### config.mk
export PLATFORM = sky130hd
export DESIGN_NAME = byte_alu_regs
export DESIGN_NICKNAME = d
export VERILOG_FILES = /design/src/rtl/byte_alu_pkg.sv /design/src/rtl/byte_alu_decode.sv /design/src/rtl/byte_alu_datapath.sv /design/src/rtl/byte_alu_regfile.sv /design/src/rtl/byte_alu_regs.sv
export SDC_FILE = /design/constraint.sdc
export NUM_CORES = 1
export LEC_CHECK = 0
export ABC_CLOCK_PERIOD_IN_PS = 3900
export BUFFER_PORTS_ARGS = -buffer_cell sky130_fd_sc_hd__buf_2
export CAP_MARGIN = 5
export CELL_PAD_IN_SITES_DETAIL_PLACEMENT = 1
export CELL_PAD_IN_SITES_GLOBAL_PLACEMENT = 1
export CORE_UTILIZATION = 44
export DETAILED_ROUTE_END_ITERATION = 8
export GPL_ROUTABILITY_DRIVEN = 0
export PLACE_DENSITY_LB_ADDON = 0.1
export RECOVER_POWER = 50
export SETUP_SLACK_MARGIN = 0.3
export SLEW_MARGIN = 20
export SYNTH_ARGS = -nofsm -noshare
export SYNTH_HDL_FRONTEND = slang
export SYNTH_SLANG_ARGS = --single-unit
### constraint.sdc
create_clock -name clk_i -period 3.9 [get_ports clk_i]
set_input_delay 0 -clock clk_i [delete_from_list [all_inputs] [get_ports clk_i]]
set_output_delay 0 -clock clk_i [all_outputs]
set_load 0.1 [all_outputs]
### src/rtl/byte_alu_pkg.sv
package byte_alu_pkg;

  localparam int NIB_W = 4;

  localparam logic [NIB_W-1:0] CLS_LDI = 4'h6;
  localparam logic [NIB_W-1:0] CLS_ADI = 4'h7;
  localparam logic [NIB_W-1:0] CLS_RR  = 4'h8;

  localparam logic [NIB_W-1:0] SUB_MOV  = 4'h0;
  localparam logic [NIB_W-1:0] SUB_OR   = 4'h1;
  localparam logic [NIB_W-1:0] SUB_AND  = 4'h2;
  localparam logic [NIB_W-1:0] SUB_XOR  = 4'h3;
  localparam logic [NIB_W-1:0] SUB_ADD  = 4'h4;
  localparam logic [NIB_W-1:0] SUB_SUB  = 4'h5;
  localparam logic [NIB_W-1:0] SUB_SHR  = 4'h6;
  localparam logic [NIB_W-1:0] SUB_RSUB = 4'h7;
  localparam logic [NIB_W-1:0] SUB_SHL  = 4'hE;

  typedef enum logic [3:0] {
    OP_NONE,
    OP_LDI,
    OP_ADI,
    OP_MOV,
    OP_OR,
    OP_AND,
    OP_XOR,
    OP_ADD,
    OP_SUB,
    OP_RSUB,
    OP_SHR,
    OP_SHL
  } alu_op_e;

  typedef struct packed {
    alu_op_e op;
    logic    res_we;
    logic    flag_we;
    logic    flag_clr;   // flag forced to zero (compat logic ops)
  } alu_ctrl_t;

endpackage

### src/rtl/byte_alu_decode.sv
module byte_alu_decode
  import byte_alu_pkg::*;
(
  input  logic             valid_i,
  input  logic [NIB_W-1:0] class_i,
  input  logic [NIB_W-1:0] sub_i,
  input  logic             compat_i,
  output alu_ctrl_t        ctrl_o
);

  alu_op_e op;

  always_comb begin
    op = OP_NONE;
    if (valid_i) begin
      unique case (class_i)
        CLS_LDI: op = OP_LDI;
        CLS_ADI: op = OP_ADI;
        CLS_RR: begin
          unique case (sub_i)
            SUB_MOV:  op = OP_MOV;
            SUB_OR:   op = OP_OR;
            SUB_AND:  op = OP_AND;
            SUB_XOR:  op = OP_XOR;
            SUB_ADD:  op = OP_ADD;
            SUB_SUB:  op = OP_SUB;
            SUB_SHR:  op = OP_SHR;
            SUB_RSUB: op = OP_RSUB;
            SUB_SHL:  op = OP_SHL;
            default:  op = OP_NONE;
          endcase
        end
        default: op = OP_NONE;
      endcase
    end
  end

  logic is_logic;
  logic is_arith;

  assign is_logic = (op == OP_MOV) || (op == OP_OR) || (op == OP_AND) || (op == OP_XOR);
  assign is_arith = (op == OP_ADD) || (op == OP_SUB) || (op == OP_RSUB) ||
                    (op == OP_SHR) || (op == OP_SHL);

  always_comb begin
    ctrl_o.op       = op;
    ctrl_o.res_we   = (op != OP_NONE);
    ctrl_o.flag_we  = is_arith || (is_logic && compat_i);
    ctrl_o.flag_clr = is_logic;
  end

endmodule

### src/rtl/byte_alu_datapath.sv
module byte_alu_datapath
  import byte_alu_pkg::*;
#(
  parameter int DATA_W = 8
) (
  input  alu_ctrl_t         ctrl_i,
  input  logic [DATA_W-1:0] a_i,
  input  logic [DATA_W-1:0] b_i,
  input  logic [DATA_W-1:0] imm_i,
  output logic [DATA_W-1:0] res_o,
  output logic [DATA_W-1:0] flag_o
);

  localparam int EXT_W = DATA_W + 1;

  logic [EXT_W-1:0] sum_ab;
  logic [EXT_W-1:0] dif_ab;
  logic [EXT_W-1:0] dif_ba;
  logic [DATA_W-1:0] sum_ai;

  assign sum_ab = {1'b0, a_i} + {1'b0, b_i};
  assign dif_ab = {1'b0, a_i} - {1'b0, b_i};
  assign dif_ba = {1'b0, b_i} - {1'b0, a_i};
  assign sum_ai = a_i + imm_i;

  logic flag_bit;

  always_comb begin
    res_o    = '0;
    flag_bit = 1'b0;
    unique case (ctrl_i.op)
      OP_LDI:  res_o = imm_i;
      OP_ADI:  res_o = sum_ai;
      OP_MOV:  res_o = b_i;
      OP_OR:   res_o = a_i | b_i;
      OP_AND:  res_o = a_i & b_i;
      OP_XOR:  res_o = a_i ^ b_i;
      OP_ADD: begin
        res_o    = sum_ab[DATA_W-1:0];
        flag_bit = sum_ab[DATA_W];
      end
      OP_SUB: begin
        res_o    = dif_ab[DATA_W-1:0];
        flag_bit = ~dif_ab[DATA_W];   // not-borrow
      end
      OP_RSUB: begin
        res_o    = dif_ba[DATA_W-1:0];
        flag_bit = ~dif_ba[DATA_W];
      end
      OP_SHR: begin
        res_o    = {1'b0, a_i[DATA_W-1:1]};
        flag_bit = a_i[0];
      end
      OP_SHL: begin
        res_o    = {a_i[DATA_W-2:0], 1'b0};
        flag_bit = a_i[DATA_W-1];
      end
      default: ;
    endcase
  end

  assign flag_o = ctrl_i.flag_clr ? '0 : {{(DATA_W-1){1'b0}}, flag_bit};

endmodule

### src/rtl/byte_alu_regfile.sv
module byte_alu_regfile #(
  parameter int DATA_W   = 8,
  parameter int NUM_REGS = 16,
  localparam int IDX_W   = $clog2(NUM_REGS),
  localparam int FLAG_IX = NUM_REGS - 1
) (
  input  logic              clk_i,
  input  logic              rst_ni,
  input  logic [IDX_W-1:0]  rd_a_idx_i,
  input  logic [IDX_W-1:0]  rd_b_idx_i,
  output logic [DATA_W-1:0] rd_a_o,
  output logic [DATA_W-1:0] rd_b_o,
  input  logic              res_we_i,
  input  logic [IDX_W-1:0]  res_idx_i,
  input  logic [DATA_W-1:0] res_d_i,
  input  logic              flag_we_i,
  input  logic [DATA_W-1:0] flag_d_i,
  output logic [DATA_W-1:0] flag_q_o
);

  logic [NUM_REGS-1:0][DATA_W-1:0] regs_q;

  // flag port wins over result port on the flag register
  always_ff @(posedge clk_i or negedge rst_ni) begin
    if (!rst_ni) begin
      regs_q <= '0;
    end else begin
      for (int i = 0; i < NUM_REGS; i++) begin
        if (flag_we_i && (i == FLAG_IX)) begin
          regs_q[i] <= flag_d_i;
        end else if (res_we_i && (res_idx_i == IDX_W'(i))) begin
          regs_q[i] <= res_d_i;
        end
      end
    end
  end

  assign rd_a_o   = regs_q[rd_a_idx_i];
  assign rd_b_o   = regs_q[rd_b_idx_i];
  assign flag_q_o = regs_q[FLAG_IX];

endmodule

### src/rtl/byte_alu_regs.sv
module byte_alu_regs
  import byte_alu_pkg::*;
#(
  parameter int DATA_W   = 8,
  parameter int NUM_REGS = 16,
  localparam int IDX_W   = $clog2(NUM_REGS)
) (
  input  logic              clk_i,
  input  logic              rst_ni,
  input  logic              op_valid_i,
  input  logic [NIB_W-1:0]  op_class_i,
  input  logic [NIB_W-1:0]  op_sub_i,
  input  logic [IDX_W-1:0]  x_idx_i,
  input  logic [IDX_W-1:0]  y_idx_i,
  input  logic [DATA_W-1:0] imm_i,
  input  logic              compat_i,
  output logic [DATA_W-1:0] x_val_o,
  output logic [DATA_W-1:0] y_val_o,
  output logic              vx_we_o,
  output logic [DATA_W-1:0] vx_wdata_o,
  output logic              vf_we_o,
  output logic [DATA_W-1:0] vf_wdata_o
);

  alu_ctrl_t         ctrl;
  logic [DATA_W-1:0] res;
  logic [DATA_W-1:0] flag;
  logic [DATA_W-1:0] flag_val;

  byte_alu_decode u_dec (
    .valid_i  (op_valid_i),
    .class_i  (op_class_i),
    .sub_i    (op_sub_i),
    .compat_i (compat_i),
    .ctrl_o   (ctrl)
  );

  byte_alu_datapath #(.DATA_W(DATA_W)) u_dp (
    .ctrl_i (ctrl),
    .a_i    (x_val_o),
    .b_i    (y_val_o),
    .imm_i  (imm_i),
    .res_o  (res),
    .flag_o (flag)
  );

  byte_alu_regfile #(.DATA_W(DATA_W), .NUM_REGS(NUM_REGS)) u_rf (
    .clk_i      (clk_i),
    .rst_ni     (rst_ni),
    .rd_a_idx_i (x_idx_i),
    .rd_b_idx_i (y_idx_i),
    .rd_a_o     (x_val_o),
    .rd_b_o     (y_val_o),
    .res_we_i   (ctrl.res_we),
    .res_idx_i  (x_idx_i),
    .res_d_i    (res),
    .flag_we_i  (ctrl.flag_we),
    .flag_d_i   (flag),
    .flag_q_o   (flag_val)
  );

  assign vx_we_o    = ctrl.res_we;
  assign vx_wdata_o = res;
  assign vf_we_o    = ctrl.flag_we;
  assign vf_wdata_o = flag;

endmodule

==> results.md <==
* Clock Root Buffer: clkbuf_16
* Global route overflow at 0
* Final setup viols at slightly below 90
* Worst Hold Slack at around 0.18 ns
* Vias per std cell at about 6.6
* N_diodes at 0
* Prevailing post-synth register cell: dfrtp_1
* Yosys reg bits at 128
* Later-pin clock latency in the skew report at roughly 0.43 ns
* Hpwl dp at around 25000 um
* Clock skew at ~0.014 ns
* Initial antenna violation count at 0
* Mean post-synth cell area at 9.89 sq um
* CP Cell Sequence: mux4_1, a22oi_1, nand2_2, inv_1, ha_1, buf_4, clkinv_1, a211oi_2, o221ai_4, xnor2_1, a211oi_1, a2111o_1, a211oi_4, buf_6, clkinvlp_4, buf_12
* Max incr delay on CP at 0.56 ns
* Maximum clock frequency at about 0.22 GHz
* Synth area leaders: dfrtp_1, mux4_2, a21oi_1, ha_1, nor2_1
* Most frequent cell after synthesis: nor2_1
* Unrepaired setup endpoints after global routing: yes
* Largest net degree at the start of global routing at a little under 60
* Core footprint at 20300 sq um
* Critical path capture point type: primary output
* CTS Sinks at 128
* H-tree Lvls at 4
* I/O Pins at 62
* Crit start category: flop
* Fraction of registers with async set/reset at between 90% and 100%
* Initial Utilization at 45.1%
* Global-route wire length before repair at between 50000 and 60000 um
* Die ar. at roughly 21000 sq um
* CTS tree: built
* Post-synth EDFFs at 0
* CTS Buf Count at 17
* Wire length per cell at between 20 and 30 um
* Pre-CTS WS at -0.336 ns
* Slowest CP cell: a211oi_2
* TritonRoute pass-1 iters at 5
* Drt first-iter violations at around 710
* NumNets Final at around 1200
* Worst Path Buf+Inv at 6
* Row count at 52
* Leakage at 5.46 nW
* Slew Limit Fails at 58
* Status: finished with violations
* Share of the yosys chip area belonging to registers at 35.0%
* Tcrit/Tclk final at 115%
* Die width at 146 um
* Top-area cell type share of the netlist area at around a third
* Vias in the first global route at 9448
* Ys Warns at 0
* Area growth syn-to-layout at 39.2%
* Failing checks: max-capacitance violations, max-slew violations, negative setup slack
* Cell count after synthesis at approximately 900
* Critical Path AT at between 4 and 5 ns
* Worst slew pin tran at 3.19 ns
* Critical path class: reg -> out
* DRC violations left at 0
* CP max FO at 5
* Cell Pwr Density at 499 nW/um^2
* DP Area at between 10000 and 15000 sq um
* PnR worst setup slack at -0.576 ns
* Final WL at 39300 um
* Post-DRT Antenna Nets at 0
* CTS clk-pin slew, worst paths at around 0.06 ns
* Post-layout min period at roughly 4.5 ns
* Total Routing Usage GR at approximately a third
* Longest Clk Path Bufs at 2
* Synth Cell Area at between 9000 and 10000 sq um
* Delay-heaviest family, CP: compound AO/OA/AOI/OAI gates
* Final core utilization at between 60% and 70%
* Worst Path Required at just under 4 ns
* Worst hold path class: in -> reg
* Largest area contributor in the netlist: dfrtp_1
* Peak supply drop at between 0.0005 and 0.0006 V
* Via count at around 9100
* MaxCap Viol Count at 1
* Reg area at 3200 sq um
* R2R setup slack at -0.41 ns
* Design area at around 13000 sq um
* Slew HR at -113%
* Share of cells above drive strength 1 at roughly 44%
* Layout filler cell count at ~2100
* Synth cell count leaders: nor2_1, dfrtp_1, a21oi_1
* Die height at approximately 150 um
* Fin. Hold Viols at 0
* Area of the multi-input gates at between 6000 and 7000 sq um
* Port bufs at 54
* Yosys cell types at a little over 80
-- cell type report --
cell class	count	share of cell area, %
Multi-Input combinational cell	693	50.1
Sequential cell	128	25.1
Timing Repair Buffer	219	16.1
Clock buffer	23	3.51
Tap cell	270	2.65
Inverter	44	1.70
Clock inverter	7	0.883
-- worst paths after layout --
path	startpoint	end	cells past startpoint
worst max-delay path	u_rf.regs_q[117]	vx_wdata_o[7]	16
worst min-delay path	compat_i	u_rf.flag_q_o[6]	5
worst max register to register	u_rf.regs_q[117]	u_rf.flag_q_o[6]	18
worst min register to register	u_rf.regs_q[65]	u_rf.regs_q[65]	2
max in group asynchronous	rst_ni	u_rf.regs_q[42]	3
min in group asynchronous	rst_ni	u_rf.flag_q_o[7]	2
-- cells in the final DEF (no fill, tap or decap), types with 9 or more instances in the layout --
cell type / n
buf_6: 28
inv_1: 27
nor2_1: 144
nand2_1: 46
clkinvlp_4: 9
o21ai_0: 16
a21oi_4: 10
clkbuf_16: 19
buf_4: 110
nand3_1: 14
ha_4: 10
buf_12: 21
dfrtp_1: 128
a22oi_1: 13
mux4_1: 15
a21oi_1: 44
o21ai_2: 16
mux4_2: 51
xnor2_1: 10
nor3_1: 11
a21oi_2: 64
ha_1: 31
buf_2: 44
-- routing by layer --
layer | vias up | track usage (%) | share of wire, %
met5 | - | 0 | 0
met1 | 4653 | 42.9 | 38
met3 | 154 | 6.59 | 7.2
met2 | 533 | 58.7 | 49
met4 | 0 | 17.4 | 5.3
li1 | 3757 | - | -
-- through the flow --
stage / TNS, ns / power [mW] / cells
global route: -27.23 / 6.58 / 1384
detailed placement: -9.16 / 4.01 / 1290
finish: -19.83 / 6.37 / 1384
CTS: -3.33 / 5.99 / 1356
floorplan: -11.77 / 3.27 / 932
global placement: -2.65 / 3.88 / 1290
-- power by group --
group          internal, mW  switching [mW]  total [mW]
Combinational          1.29            1.73        3.02
Clock                 0.994           0.584        1.58
Sequential             1.55           0.218        1.77
-- logic make-up after synthesis --
logic type | synth area share [%]
buffers and inverters | 5.67
other | 0.0409
DFF | 35.0
AOI/OAI and AO/OA | 18.9
xor gates and xnor gates | 1.15
muxes | 17.9
and+or+nand+nor | 14.5
adders and majority gates | 6.88
-- worst register-to-register path: cells and delay by family, from the launching register on --
kind                       cells  cell delay (ns)
buffers and inverters          7             1.10
AOI/OAI and AO/OA              5             1.46
DFF                            1             0.44
muxes                          1             0.55
and+or+nand+nor                3             0.26
adders and majority gates      1             0.22
xor gates and xnor gates       1             0.19
-- flip-flops by register name (all words and copies together), names as in the netlist --
signal         flops
u_rf.flag_q_o      8
u_rf.regs_q      120
-- timing repair --
action	4_1_cts	5_1_grt
resized for setup	174	85
endpoints found under the setup margin	112	130
hold buffers	1	0
hold endpoints to repair	55	0
gates cloned	3	2
pin swaps	40	37
buffers inserted	32	26
Power figures use the tool's default switching activity.
